===== config.mk =====
export PLATFORM = sky130hd
export DESIGN_NAME = montgomery_word_mul
export DESIGN_NICKNAME = d
export VERILOG_FILES = /design/src/rtl/mwm_pkg.sv /design/src/rtl/mwm_word_pe.sv /design/src/rtl/mwm_seq_ctrl.sv /design/src/rtl/montgomery_word_mul.sv
export SDC_FILE = /design/constraint.sdc
export NUM_CORES = 1
export LEC_CHECK = 0
export ABC_CLOCK_PERIOD_IN_PS = 9870
export BUFFER_PORTS_ARGS = -buffer_cell sky130_fd_sc_hd__buf_2
export CAP_MARGIN = 0
export CORE_MARGIN = 4
export CORE_UTILIZATION = 50
export DETAILED_ROUTE_END_ITERATION = 10
export PLACE_DENSITY = 0.7
export SKIP_LAST_GASP = 1
export SYNTH_ARGS = -nofsm -noshare
export SYNTH_HDL_FRONTEND = slang
export SYNTH_SLANG_ARGS = --single-unit

===== constraint.sdc =====
create_clock -name clk -period 9.87 [get_ports clk]
set_input_delay 1.974 -clock clk [delete_from_list [all_inputs] [get_ports clk]]
set_output_delay 1.974 -clock clk [all_outputs]
set_load 0.005 [all_outputs]

===== src/rtl/mwm_pkg.sv =====
// Shared types for the word-serial Montgomery multiplier.
package mwm_pkg;
    // Sequencer phases: waiting, word-serial passes, closing reduction.
    typedef enum logic [1:0] {
        SEQ_IDLE = 2'd0,
        SEQ_RUN  = 2'd1,
        SEQ_FIN  = 2'd2
    } seq_state_t;
endpackage


===== src/rtl/mwm_word_pe.sv =====
// One word slice of a Montgomery pass.
// It adds a_bit*B(j) + T(j) + q*p(j) + carry. On the first word of a pass
// (first=1) the reduction flag q is the low bit of a_bit*B(0)+T(0), and the
// incoming carry is ignored. On later words q comes from q_hold.
// Assumes W >= 2. The carry out never exceeds 2, so it fits in two bits.
module mwm_word_pe #(
    parameter int W = 4
) (
    input  logic         a_bit,
    input  logic         first,
    input  logic         q_hold,
    input  logic [W-1:0] b_wd,
    input  logic [W-1:0] t_wd,
    input  logic [W-1:0] p_wd,
    input  logic [1:0]   c_in,
    output logic         q_now,
    output logic [W-1:0] s_wd,
    output logic [1:0]   c_out
);
    localparam int SW = W + 2;

    logic [SW-1:0] ab_sum;
    logic [SW-1:0] full;

    // Word sum with the reduction flag picked from the partial sum or held.
    always_comb begin
        ab_sum = {2'b00, t_wd} + (a_bit ? {2'b00, b_wd} : '0);
        q_now  = first ? ab_sum[0] : q_hold;
        full   = ab_sum + (q_now ? {2'b00, p_wd} : '0)
                        + (first ? '0 : {{W{1'b0}}, c_in});
    end

    assign s_wd  = full[W-1:0];
    assign c_out = full[SW-1:W];
endmodule


===== src/rtl/mwm_seq_ctrl.sv =====
// Sequencer for the word-serial Montgomery multiplier.
// It accepts start only when idle, then steps the word index 0..E-1 within
// each of NB passes. After the last word of the last pass it spends one
// closing cycle in SEQ_FIN. Assumes NB >= 2 and E >= 1.
module mwm_seq_ctrl
    import mwm_pkg::*;
#(
    parameter int E  = 4,
    parameter int NB = 16,
    localparam int IW = (E > 1) ? $clog2(E) : 1,
    localparam int BW = $clog2(NB)
) (
    input  logic          clk,
    input  logic          rst_n,
    input  logic          start,
    output logic          load,
    output logic          run,
    output logic          fin,
    output logic          busy,
    output logic [IW-1:0] wrd,
    output logic          first_w,
    output logic          last_w
);
    seq_state_t    state_q;
    logic [BW-1:0] pass_q;
    logic [IW-1:0] wrd_q;

    // Phase, word index and pass counter advance.
    always_ff @(posedge clk) begin
        if (!rst_n) begin
            state_q <= SEQ_IDLE;
            wrd_q   <= '0;
            pass_q  <= '0;
        end else begin
            case (state_q)
                SEQ_IDLE: if (start) begin
                    state_q <= SEQ_RUN;
                    wrd_q   <= '0;
                    pass_q  <= '0;
                end
                SEQ_RUN: if (last_w) begin
                    wrd_q <= '0;
                    if (pass_q == BW'(NB - 1)) state_q <= SEQ_FIN;
                    else                       pass_q  <= pass_q + 1'b1;
                end else begin
                    wrd_q <= wrd_q + 1'b1;
                end
                default: state_q <= SEQ_IDLE;
            endcase
        end
    end

    assign load    = (state_q == SEQ_IDLE) && start;
    assign run     = (state_q == SEQ_RUN);
    assign fin     = (state_q == SEQ_FIN);
    assign busy    = (state_q != SEQ_IDLE);
    assign wrd     = wrd_q;
    assign first_w = (wrd_q == '0);
    assign last_w  = (wrd_q == IW'(E - 1));
endmodule


===== src/rtl/montgomery_word_mul.sv =====
// Word-serial Montgomery multiplier: product = A*B*2^-n mod p, n = W*E.
// Each pass consumes one bit of A and spends E cycles, one per word.
// Word j-1 of the accumulator is rewritten when word j appears, taking that
// word's low bit as its top bit. The top word receives the final carry.
// Assumes p odd, p < 2^(n-1), A and B < p, and W >= 2.
module montgomery_word_mul #(
    parameter int W = 4,
    parameter int E = 4,
    localparam int N  = W * E,
    localparam int IW = (E > 1) ? $clog2(E) : 1
) (
    input  logic         clk,
    input  logic         rst_n,
    input  logic         start,
    input  logic [N-1:0] op_a,
    input  logic [N-1:0] op_b,
    input  logic [N-1:0] modulus,
    output logic [N-1:0] product,
    output logic         done
);
    logic          load, run, fin, busy, first_w, last_w;
    logic [IW-1:0] wrd, prev_w;
    logic [N-1:0]  a_sh, b_q, p_q, t_q;
    logic [W-1:0]  hold_q, s_wd;
    logic [1:0]    c_q, c_out;
    logic          q_q, q_now;

    mwm_seq_ctrl #(.E(E), .NB(N)) seq_i (
        .clk(clk), .rst_n(rst_n), .start(start),
        .load(load), .run(run), .fin(fin), .busy(busy),
        .wrd(wrd), .first_w(first_w), .last_w(last_w)
    );

    assign prev_w = wrd - IW'(1);

    mwm_word_pe #(.W(W)) pe_i (
        .a_bit(a_sh[0]), .first(first_w), .q_hold(q_q),
        .b_wd(b_q[int'(wrd)*W +: W]),
        .t_wd(t_q[int'(wrd)*W +: W]),
        .p_wd(p_q[int'(wrd)*W +: W]),
        .c_in(c_q), .q_now(q_now), .s_wd(s_wd), .c_out(c_out)
    );

    // Capture operands on accept; step the multiplier bit after each pass.
    always_ff @(posedge clk) begin
        if (!rst_n) begin
            a_sh <= '0;
            b_q  <= '0;
            p_q  <= '0;
        end else if (load) begin
            a_sh <= op_a;
            b_q  <= op_b;
            p_q  <= modulus;
        end else if (run && last_w) begin
            a_sh <= a_sh >> 1;
        end
    end

    // Accumulator: clear on accept, write shifted words as they form.
    always_ff @(posedge clk) begin
        if (!rst_n || load) begin
            t_q <= '0;
        end else if (run) begin
            if (!first_w)
                t_q[int'(prev_w)*W +: W] <= {s_wd[0], hold_q[W-1:1]};
            if (last_w)
                t_q[int'(wrd)*W +: W] <= {c_out[0], s_wd[W-1:1]};
        end
    end

    // Per-word state carried between cycles of a pass.
    always_ff @(posedge clk) begin
        if (!rst_n) begin
            hold_q <= '0;
            c_q    <= '0;
            q_q    <= 1'b0;
        end else if (run) begin
            hold_q <= s_wd;
            c_q    <= c_out;
            if (first_w) q_q <= q_now;
        end
    end

    // Closing conditional subtraction and completion pulse.
    always_ff @(posedge clk) begin
        if (!rst_n) begin
            product <= '0;
            done    <= 1'b0;
        end else begin
            done <= fin;
            if (fin) product <= (t_q > p_q) ? (t_q - p_q) : t_q;
        end
    end
endmodule


* Word-level counts from Yosys, hierarchy flattened
Cells that the tools add are included.
W data, S select, Z words.
** Word-level totals
- Bits in registers :: 96
- Bits in latches :: 0
- RAM bits :: 0
- ROM bits :: 0
- Bits of input ports :: 51
- Output and inout bits :: 17
- Logic and storage cells :: 73
- Memories kept :: 0
** Cells by class
- $add $sub $neg :: 9
- Multiply operators :: 0
- Divide/modulo/power cells :: 0
- Magnitude comparators :: 1
- Eq/ne operators :: 8
- Shifts and indexed selects :: 7
- Mux-type cells :: 24
- Bitwise gates (word level) :: 0
- Reduce and logical (&&, ||, !) cells :: 12
** Operators with widths (number)
- $mux W16 :: 7
- $neg A4 Y33 :: 2
- $shift A4 B33 Y16 const A :: 2
- $shiftx A4 B33 Y16 :: 2
- $shiftx A16 B5 Y4 :: 3
- $bwmux W16 :: 2
- $mux W4 :: 5
- $gt A16 B16 Y1 :: 1
- $sub A16 B16 Y16 :: 1
- $add A6 B6 Y6 :: 2
- $mux W2 :: 6
- $pmux W2 S2 :: 2
- $pmux W4 S2 :: 1
- $add A4 B6 Y6 :: 1
- $add A4 B1 Y4 const B :: 1
- $eq A2 B2 Y1 const B :: 2
- $eq A4 B4 Y1 const B :: 1
- $logic_not A2 Y1 :: 2
- $ne A2 B1 Y1 const B :: 2
- $ne A2 B2 Y1 const B :: 2
- $reduce_and A2 Y1 :: 2
- $reduce_and A4 Y1 :: 1
- $reduce_bool A2 Y1 :: 2
- $reduce_and A3 Y1 :: 1
- 7 further kinds :: 8

* Logic depth before layout (Yosys ltp)
- Depth after elaboration :: 14
- Depth in mapped cells :: 17
- Gate-level depth less buffers :: 15

* Cells and area by module
Synthesis repeated with hierarchy kept, for this count alone.
** Second synthesis, totals
- Cells, all modules :: 651
- Area, all modules :: 5768.0 um^2
** By module, submodules not included
- montgomery_word_mul :: instances 1, cells an instance 554, area each 4907.2 um^2, seq. area each 1741.7 um^2
- mwm_seq_ctrl :: instances 1, cells an instance 50, area each 449.2 um^2, seq. area each 160.2 um^2
- mwm_word_pe :: instances 1, cells an instance 47, area each 411.6 um^2, seq. area each 0.0 um^2

* Worst setup path before layout
OpenSTA, ideal clock, no wires.
- Path kind :: reg-to-reg
- From :: reg seq_i.wrd_q[0], in the netlist seq_i.wrd[0]
- To :: reg t_q[14]
- Setup time :: 128 ps
- Data arrival time :: 4063 ps
- Required time :: 9742 ps
- Setup slack :: 5680 ps
- Stages on the path, launching flop included :: 15
- Buffers on the path :: 2
- Period minus slack after synthesis :: 4190 ps
- Cell sequence :: dfxtp_1 > clkbuf_1 > buf_2 > mux4_2 > and2_1 > ha_1 > fa_1 > fa_1 > ha_1 > fa_1 > xor2_1 > nand2b_1 > o22ai_1 > a22oi_1 > nor2_1
** On the way
- Word-level cells in the longest chain between the ends :: 14
- Elaborated cells between the ends (all ways) :: 25
- Classes of those cells :: 6 x add/sub; 1 x eq/ne; 7 x shift; 10 x mux; 1 x reduce/logical
** RTL lines
- start, declared :: line mwm_seq_ctrl.sv:26 : logic [IW-1:0] wrd_q;
- start signal, assigned :: line mwm_seq_ctrl.sv:46 : wrd_q <= wrd_q + 1'b1;
- $shiftx A16 B5 Y4 :: line montgomery_word_mul.sv:38 : .b_wd(b_q[int'(wrd)*W +: W]),
- $mux W4 :: line mwm_word_pe.sv:27 : ab_sum = {2'b00, t_wd} + (a_bit ? {2'b00, b_wd} : '0);
- $add A4 B6 Y6 :: line mwm_word_pe.sv:27
- $mux W1 :: line mwm_word_pe.sv:28 : q_now = first ? ab_sum[0] : q_hold;
- $mux W4 :: line mwm_word_pe.sv:29 : full = ab_sum + (q_now ? {2'b00, p_wd} : '0)
- $add A6 B6 Y6 :: line mwm_word_pe.sv:29
- $add A6 B6 Y6 :: line mwm_word_pe.sv:30 : + (first ? '0 : {{W{1'b0}}, c_in});
- $shiftx A4 B33 Y16 :: line montgomery_word_mul.sv:65 : t_q[int'(prev_w)*W +: W] <= {s_wd[0], hold_q[W-1:1]};
- $bwmux W16 :: line montgomery_word_mul.sv:65
- $mux W16 :: line montgomery_word_mul.sv:64 : if (!first_w)
- $mux W16 :: line montgomery_word_mul.sv:63 : end else if (run) begin
- $mux W16 :: line montgomery_word_mul.sv:61 : if (!rst_n || load) begin
- $bwmux W16 :: line montgomery_word_mul.sv:67 : t_q[int'(wrd)*W +: W] <= {c_out[0], s_wd[W-1:1]};
- $mux W16 (*) :: line montgomery_word_mul.sv:66 : if (last_w)
- end signal, assigned by index :: line montgomery_word_mul.sv:65
- end signal, assigned by index :: line montgomery_word_mul.sv:67
- end, declared :: line montgomery_word_mul.sv:23 : logic [N-1:0] a_sh, b_q, p_q, t_q;
Mark *: on every way between the ends. The rest lies on a longest branch, timed or not. The select of a mux whose other input is x is not followed.
A chain may end at the register's enable or synchronous reset.

* Worst setup path after layout
- From :: reg seq_i.wrd_q[0], in the netlist seq_i.wrd[0]
- To :: reg t_q[6]
The elaborated chain is that of the path after synthesis.

==> metrics.csv <==
metric,value,unit
relSlewSlack,28.6,%
delay_of_the_slowest_cell_on_the_worst_path,0.58,ns
place.port_buffers,67,
synthDominantAreaCellType,dfxtp_1,
htreeDepth,3,
cts-buffers-inserted,9,
placement_rows,38,
grt_start_max_net_pins,64,
wirelength,14.4,mm
die_y,113,µm
floorplan.io_pins,68,
ys_top_cells_by_area,"dfxtp_1 (34%), nand2_1 (9.0%), ha_1 (7.7%)",
final_setup_violating_endpoints,0,
timing.final.hold_violations,0,
floorplan.core_area,0.0108,mm²
initial_cell_density_of_the_core,51.1,%
ctsRootBufferMaster,clkbuf_8,
clock_slew_at_reported_path_ffs,0.10,ns
timing_max_transition_violations_final,0,
worst_clock_skew,0.0165,ns
layout.nets,818,
insertion_delay,0.38,ns
yosys.area.top_type_share,34.3,%
grt_antenna_before_repair,0,
mapped_avg_cell_area,8.10,µm²
avg_vias_per_cell,5.68,
detailroute.via_count,4955,
synth-edff-count,0,
cellLeakagePower,2.49,nW
cts_tree,built,
post_drt_wl_per_cell,16.5,µm
via_count_of_the_first_global_routing_pass,4863,
final_antenna_net_count,0,
area_delta_synth_final,11.2,%
hold_path.class,flip-flop to flip-flop,
yosysUniqueCellTypes,52,
crit_required,10.17,ns
globalRoute.totalOverflow,0,
critical_path_depth,13,
setup_crit_end_kind,flip-flop,
timing.critical_path.arrival,4.58,ns
finalCriticalPeriod,4.29,ns
hold-path-cell-count,2,
num_antenna_cells,0,
design_area,0.00616,mm²
r2r_cells,13,
postCtsResizedCells,0,
fin_tns_setup,0,ns
postSynth.topFlopCell,dfxtp_1,
drt-pass1-iter-count,5,
peakVddDrop,82.8,µV
clock_tree_sinks,95,
synth_sequential_area_ratio,34.3,%
groute.usage.overall,23.3,%
post_route_cells_drive_above_1_share,14.5,%
globalplace.congestion,0.938,
powerDensity,143,mW/mm²
timing.critical_path.from_type,flip-flop,
fmax,233,MHz
post_synth_inst_count,684,
hpwlAfterDp,10.6,mm
least_margin_pin_slew,1.07,ns
detailed_place.area,0.00592,mm²
drv_cap,0,
drt_iter0_markers,341,
async_set_or_reset_register_ratio_after_synthesis,0,%
timing.final.crit_share,43.4,%
setup_cp_type,flip-flop to flip-flop,
critical-path-top-delay-family,adder cells,
outcome,finished clean,
drc,0,
floorplan.die_area,0.0128,mm²
timing.critical_path.slowest_stage_cell,dfxtp_1,
floorplan.die.width,113,µm
timing.critical_path.fanout_max,16,
ys_warn_count,0,
critical_path_buffers_and_inverters,1,
postCtsSetupRepairBufs,0,
post_synthesis_cell_area,0.00554,mm²
cts-root-to-sink-buffers,2,
cts-hold-fix-buffers,0,
postSynthNetCount,774,
grt_first_pass_wirelength,24.2,mm
rsz_0062_raised_after_global_routing,false,
register_bit_count_reported_by_yosys,95,
worst_path_cell_trace,"buf_4, mux4_2, ha_1, mux2i_1, nor2b_1, fa_1, ha_1, fa_1, xor2_1, nand2b_1, o22ai_1, a22oi_1, nor2_1",
-- where the power goes --
part,internal [mW],switching (mW)
Clock,0.170,0.141
Sequential,0.399,0.0139
Combinational,0.0665,0.0927
Total,0.636,0.248
-- through the flow --
stage | power [mW] | hold WS (ns) | setup WS (ns) | util [%] | std cells
CTS | 0.889 | 0.461 | 5.60 | 56.8 | 873
detailed placement | 0.579 | 0.448 | 5.63 | 54.6 | 857
global placement | 0.575 | 0.441 | 5.77 | 54.6 | 857
global route | 0.924 | 0.476 | 5.38 | 56.8 | 873
finish | 0.883 | 0.460 | 5.58 | 56.8 | 873
floorplan | 0.541 | 0.433 | 5.68 | - | 684
-- registers in the layout (all words and copies together), names as in the netlist --
| name | count |
|---|---|
| seq_i.wrd | 2 |
| p_q | 16 |
| done | 1 |
| seq_i.state_q | 2 |
| q_q | 1 |
| seq_i.pass_q | 4 |
| hold_q | 3 |
| product | 16 |
| b_q | 16 |
| c_q | 2 |
| t_q | 16 |
| a_sh | 16 |
-- worst paths after layout --
path	startpoint	slack, ns	end
max	seq_i.wrd[0]	5.58	t_q[6]
min	product[11]	0.46	product[11]
max reg2reg	seq_i.wrd[0]	5.58	t_q[6]
min reg2reg	product[11]	0.46	product[11]
-- layout by cell type, fill, tap and decap left out, types with 7 or more instances in the layout --
| master | count |
|---|---|
| o21ai_0 | 21 |
| mux2i_1 | 11 |
| xor2_1 | 7 |
| nand2b_1 | 17 |
| clkbuf_8 | 9 |
| o22ai_1 | 12 |
| ha_1 | 34 |
| mux4_2 | 12 |
| nand2_1 | 132 |
| a21o_1 | 7 |
| dfxtp_1 | 95 |
| inv_1 | 25 |
| nand3_1 | 16 |
| a21oi_1 | 68 |
| nor3_1 | 9 |
| nor2_1 | 55 |
| a22oi_1 | 12 |
| buf_2 | 67 |
| xnor2_1 | 10 |
| nor2b_1 | 11 |
| a311oi_1 | 16 |
| and2_1 | 9 |
| a211oi_1 | 7 |
-- Yosys cell counts (2+ instances only) --
library cell  count
inv_1            25
nand2b_1         17
mux4_2           12
nor2_1           55
a311oi_1         16
a22o_1            3
nand4_1           5
or3_1             4
a31oi_1           4
o21ai_0          21
o31ai_1           2
nor2b_1          11
o31a_1            2
o21ai_1           5
nand3_1          16
buf_4             3
a221oi_1          2
xnor2_1          10
a22oi_1          12
and3_1            2
o211ai_1          6
nor3_1            9
xor2_1            7
nand3b_1          4
a211oi_1          7
dfxtp_1          95
nand2_1         133
clkbuf_1         30
o22ai_1          12
mux2i_1          11
ha_1             34
a21o_1            7
and2_1            9
a21oi_1          68
buf_1             3
nor3b_1           2
fa_1              5
-- cell type report --
cell class                      instances  area [µm²]
Fill cell                            1017        4680
Multi-Input combinational cell        525        3380
Sequential cell                        95        1900
Timing Repair Buffer                   71         365
Tap cell                              140         175
Clock buffer                           10         128
Clock inverter                          6         115
Inverter                               26        97.6
-- tightest hold or removal path: cells and delay by family (launching register included) --
kind	cells	cell delay (ns)
flops	1	0.32
simple gates	1	0.05
compound gates	1	0.05
-- cells by family after synthesis --
kind of cell,Yosys count,share of synthesized area (%)
flops,95,34.3
simple gates,273,22.2
mux,23,6.87
buf+inv,64,4.70
compound gates,173,19.7
xor+xnor,17,2.69
fa+ha+maj,39,9.49
-- layer usage --
| metal | part of all wire (%) | vias up | global-route usage (%) |
|---|---|---|---|
| li1 | - | 2483 | - |
| met1 | 46 | 2289 | 31.4 |
| met2 | 47 | 162 | 38.3 |
| met3 | 5.6 | 21 | 3.10 |
| met4 | 1.9 | 0 | 8.41 |
| met5 | 0 | - | 0 |
Power figures use the tool's default switching activity.
